[config.mk]
export PLATFORM = sky130hd
export DESIGN_NAME = bkpt_trig_match
export DESIGN_NICKNAME = d
export VERILOG_FILES = /design/src/rtl/bkpt_pkg.sv /design/src/rtl/trig_qualify.sv /design/src/rtl/trig_prio_sel.sv /design/src/rtl/bkpt_trig_match.sv
export SDC_FILE = /design/constraint.sdc
export NUM_CORES = 1
export LEC_CHECK = 0
export ABC_AREA = 1
export BUFFER_PORTS_ARGS = -buffer_cell sky130_fd_sc_hd__buf_4
export CAP_MARGIN = 10
export CORE_AREA = 2 2 115 117
export CTS_CLUSTER_DIAMETER = 200
export DETAILED_ROUTE_END_ITERATION = 8
export DIE_AREA = 0 0 117 119
export MAX_ROUTING_LAYER = met4
export PLACE_DENSITY = 0.58
export SLEW_MARGIN = 20
export SYNTH_ARGS = -nofsm -noshare
export SYNTH_HDL_FRONTEND = slang
export SYNTH_SLANG_ARGS = --single-unit
[constraint.sdc]
create_clock -name clk -period 2.4 [get_ports clk]
set_clock_uncertainty 0.2 [all_clocks]
set_input_delay 0.36 -clock clk [delete_from_list [all_inputs] [get_ports clk]]
set_output_delay 0.36 -clock clk [all_outputs]
set_load 0.1 [all_outputs]
[src/rtl/bkpt_pkg.sv]
package bkpt_pkg;

  // privilege encodings seen on priv_lvl
  localparam logic [1:0] PRV_USER  = 2'd0;
  localparam logic [1:0] PRV_SUPER = 2'd1;
  localparam logic [1:0] PRV_RSVD  = 2'd2;
  localparam logic [1:0] PRV_MACH  = 2'd3;

  // trigger kinds that can fire on execution
  localparam int unsigned KIND_W      = 4;
  localparam logic [3:0]  KIND_LEGACY = 4'd2;
  localparam logic [3:0]  KIND_EXT    = 4'd6;

  // control word bit positions
  localparam int unsigned EXEC_BIT    = 2;
  localparam int unsigned MODE_EN_LSB = 3;   // U, S, -, M enables
  localparam int unsigned VIRT_EN_LSB = 23;  // VU, VS enables

endpackage

[src/rtl/trig_qualify.sv]
module trig_qualify
  import bkpt_pkg::*;
#(
  parameter int unsigned XLEN = 32
) (
  input  logic [XLEN-1:0] ctrl,
  input  logic [XLEN-1:0] addr,
  input  logic [XLEN-1:0] pc,
  input  logic [1:0]      priv_lvl,
  input  logic            virt_on,
  output logic            fire
);

  logic [KIND_W-1:0] kind;
  logic              is_legacy;
  logic              is_ext;
  logic              mode_pass;
  logic              virt_pass;
  logic              priv_pass;
  logic              addr_eq;

  assign kind      = ctrl[XLEN-1 -: KIND_W];
  assign is_legacy = (kind == KIND_LEGACY);
  assign is_ext    = (kind == KIND_EXT);
  assign addr_eq   = (addr == pc);

  // Host-mode filter: one enable per real privilege level.
  always_comb begin
    case (priv_lvl)
      PRV_USER:  mode_pass = ctrl[MODE_EN_LSB + 0];
      PRV_SUPER: mode_pass = ctrl[MODE_EN_LSB + 1];
      PRV_MACH:  mode_pass = ctrl[MODE_EN_LSB + 3];
      default:   mode_pass = 1'b0;
    endcase
  end

  // Virtualized filter: only the two guest levels exist.
  always_comb begin
    case (priv_lvl)
      PRV_USER:  virt_pass = ctrl[VIRT_EN_LSB + 0];
      PRV_SUPER: virt_pass = ctrl[VIRT_EN_LSB + 1];
      default:   virt_pass = 1'b0;
    endcase
  end

  // The legacy kind has no guest enables and therefore is silent when virtualized.
  always_comb begin
    if (virt_on) priv_pass = is_ext & virt_pass;
    else         priv_pass = (is_legacy | is_ext) & mode_pass;
  end

  assign fire = priv_pass & ctrl[EXEC_BIT] & addr_eq;

endmodule

[src/rtl/trig_prio_sel.sv]
module trig_prio_sel #(
  parameter int unsigned NREQ = 4,
  parameter int unsigned IDXW = 2
) (
  input  logic [NREQ-1:0] req,
  output logic            any,
  output logic [IDXW-1:0] idx
);

  assign any = |req;

  // Walk from the top so that the lowest requester is written last.
  always_comb begin
    idx = '0;
    for (int i = NREQ - 1; i >= 0; i--) begin
      if (req[i]) idx = IDXW'(i);
    end
  end

endmodule

[src/rtl/bkpt_trig_match.sv]
module bkpt_trig_match #(
  parameter int unsigned XLEN  = 32,
  parameter int unsigned NTRIG = 4,
  localparam int unsigned IDXW = (NTRIG > 1) ? $clog2(NTRIG) : 1,
  localparam int unsigned BANKW = NTRIG * XLEN
) (
  input  logic             clk,
  input  logic             rst,
  input  logic             pc_vld,
  input  logic [XLEN-1:0]  pc,
  input  logic [1:0]       priv_lvl,
  input  logic             virt_on,
  input  logic [BANKW-1:0] trig_ctrl,
  input  logic [BANKW-1:0] trig_addr,
  output logic             hit,
  output logic [IDXW-1:0]  hit_idx
);

  logic [NTRIG-1:0] fire_vec;
  logic             any_fire;
  logic [IDXW-1:0]  low_idx;

  for (genvar g = 0; g < NTRIG; g++) begin : g_trig
    trig_qualify #(.XLEN(XLEN)) u_qual (
      .ctrl     (trig_ctrl[g*XLEN +: XLEN]),
      .addr     (trig_addr[g*XLEN +: XLEN]),
      .pc       (pc),
      .priv_lvl (priv_lvl),
      .virt_on  (virt_on),
      .fire     (fire_vec[g])
    );
  end

  trig_prio_sel #(.NREQ(NTRIG), .IDXW(IDXW)) u_sel (
    .req (fire_vec),
    .any (any_fire),
    .idx (low_idx)
  );

  always_ff @(posedge clk) begin
    if (rst) begin
      hit     <= 1'b0;
      hit_idx <= '0;
    end else begin
      hit     <= pc_vld & any_fire;
      hit_idx <= (pc_vld & any_fire) ? low_idx : '0;
    end
  end

endmodule

==> out/metrics.cfg <==
[run_status]
outcome=finished clean

[worst_setup_path]
crit_buf_inv=1
cp.arrival_ns=1.59
critPathMaxStageDelay_ns=0.31
slowest_stage=xnor2_1
worstSetupPathType=in -> reg
critical_path.startpoint_type=input port
cp.required_ns=2.37
cp-end-kind=flip-flop
path_delay_family=simple AND/OR/NAND/NOR gates
cp_max_fo=5
crit_chain=buf_4 -> xnor2_1 -> nand2_1 -> nor2_1 -> nand2_1 -> nor2_1 -> nand3_2 -> nand2_1 -> o21ai_2 -> nor2_2
cp_common_cell=nand2_1

[clock_tree]
cts.repair.resized=0
h-tree-depth=1
cts_tree=yes
numCtsBuffers=3
clkSlewWorstSetupHoldPaths_ns=0.03
clock-sinks=3
clock_path_buffers=2
cts_hold_buf=0
cts_setup_buffers=0
root_buffer=clkbuf_16

[sta]
hold_ws_ns=0.209
finalCritPeriodShare=0.677
relSlewSlack=0.778
rsz0062_at_grt=false
tns_ns=0
fin_crit_ns=1.62
worst_pin_slew_ns=0.331
hold_violations=0
finalSetupViolations=0
slew_violations=0
fmax_mhz=616
setup_ws_ns=0.776

[drt]
routed_wl_um=10700
first_pass_iters=4
drc=0
wl_per_cell_um=11.5
viasPerCell=3.79
vias=3533
drt-initial-drc-count=129
antenna_left=0

[die]
die-area_um2=13900
initial_core_util=0.203
fp.coreArea_um2=12900
die_h_um=119
io_pins=297
fp.dieW_um=117
rows=42

[synthesis]
synthTopCellsByCount=256 x nand2_1, 86 x inv_1, 71 x nor2_1
ys_seq_area_frac=0.0230
synth_cell_type_count=26
ys_warn_count=0
yosysMostFrequentCell=nand2_1
synth_top_area_frac=0.368
synth_area_um2=2610
netlist_instances=556
ys_top_cells_by_area=nand2_1 37%, xnor2_1 17%, inv_1 12%
synth-async-reset-ratio=0
synth_nets=850
synth_edf_count=0
yosysTopAreaCell=nand2_1
syn_area_per_cell_um2=4.70
ys_ff_latch=3
yosys_most_used_dff=dfxtp_1

[power_and_ir_drop]
power_mw=0.984
p_leak_nw=2.58
combPwrFrac=0.676
ir_worst_vdd_mv=0.237
internal_power_mw=0.638
p_seq_frac=0.051
pwr_density_cell_nw_per_um2=223
power_frac_clock=0.273
p_sw_mw=0.346
swShare=0.352

[layout]
layout-drive-gt1-share=0.314
fin_area_um2=4410
insertedDiodeCount=0
fillers=1488
fin_util=0.342
syn2layout_area_growth_pct=68.7
stdcell_count=933
nNetsFinal=1052

[global_route]
grt_max_degree=9
grt_pass1_vias=3415
grt_usage=0.155
grt_pass1_wl_um=16300
antenna_found_initial=0
grt_overflow=0

[place]
dpl.cell_count=929
portBuffers=208
dpl.hpwl_um=9870
pre_cts_ws_ns=0.545
place.gp.congestion=0.810
placed_area_um2=4330

[min_path]
hold_class=in -> reg

[run]
cap_violations=0

[final cells by class]
cell class	count	area [um^2]	area share
inverters	101	379	0.0861
flip-flops and latches	3	60.1	0.0136
repair buffers	208	1560	0.354
multi-input cells	441	2110	0.478
well taps	176	220	0.0500
clock buffers	4	78.8	0.0179
[per-layer routing]
metal	vias up	GRT usage	wire length, um
li1	2005	-	-
met1	1428	0.201	4890
met2	95	0.272	5270
met3	5	0.0102	477
met4	0	0.0154	72
met5	-	-	0
[state kept, by name, indices dropped and copies added (netlist names)]
| register | flops |
|---|---|
| hit | 1 |
| hit_idx | 2 |
[power groups by stage]
stage	clock network [mW]	logic [mW]	registers (mW)
finish	0.268	0.666	0.0502
floorplan	0	0.307	0.0509
detailed placement	0	0.673	0.0509
global placement	0	0.669	0.0509
global route	0.282	0.753	0.0502
CTS	0.271	0.676	0.0502
[logic make-up (layout without fill, tap and decap cells)]
family / count (synthesis) / after routing / share of synthesized area
AO/OA/AOI/OAI: 9 / 9 / 0.0230
XOR/XNOR: 70 / 70 / 0.235
AND/OR/NAND/NOR: 362 / 362 / 0.549
flip-flops: 3 / 3 / 0.0230
buffers and inverters: 112 / 313 / 0.171
[path summary, 6_finish.rpt]
| path | start | end | slack, ns | cells past startpoint |
|---|---|---|---|---|
| max | pc[4] | hit_idx[0]$_SDFF_PP0_ | 0.78 | 10 |
| min | rst | hit_idx[0]$_SDFF_PP0_ | 0.21 | 4 |
[placed cells by master (no fill, tap or decap), types with 2 or more instances in the layout]
cell	instances
buf_4	208
clkbuf_16	3
clkinv_1	2
dfxtp_1	3
inv_1	86
inv_2	13
nand2_1	256
nand2_2	4
nand3_1	15
nand4_1	5
nor2_1	71
nor2_2	5
nor3_1	3
o21ai_0	4
xnor2_1	52
xor2_1	18
Note: power is estimated with default switching activity, not from simulation.
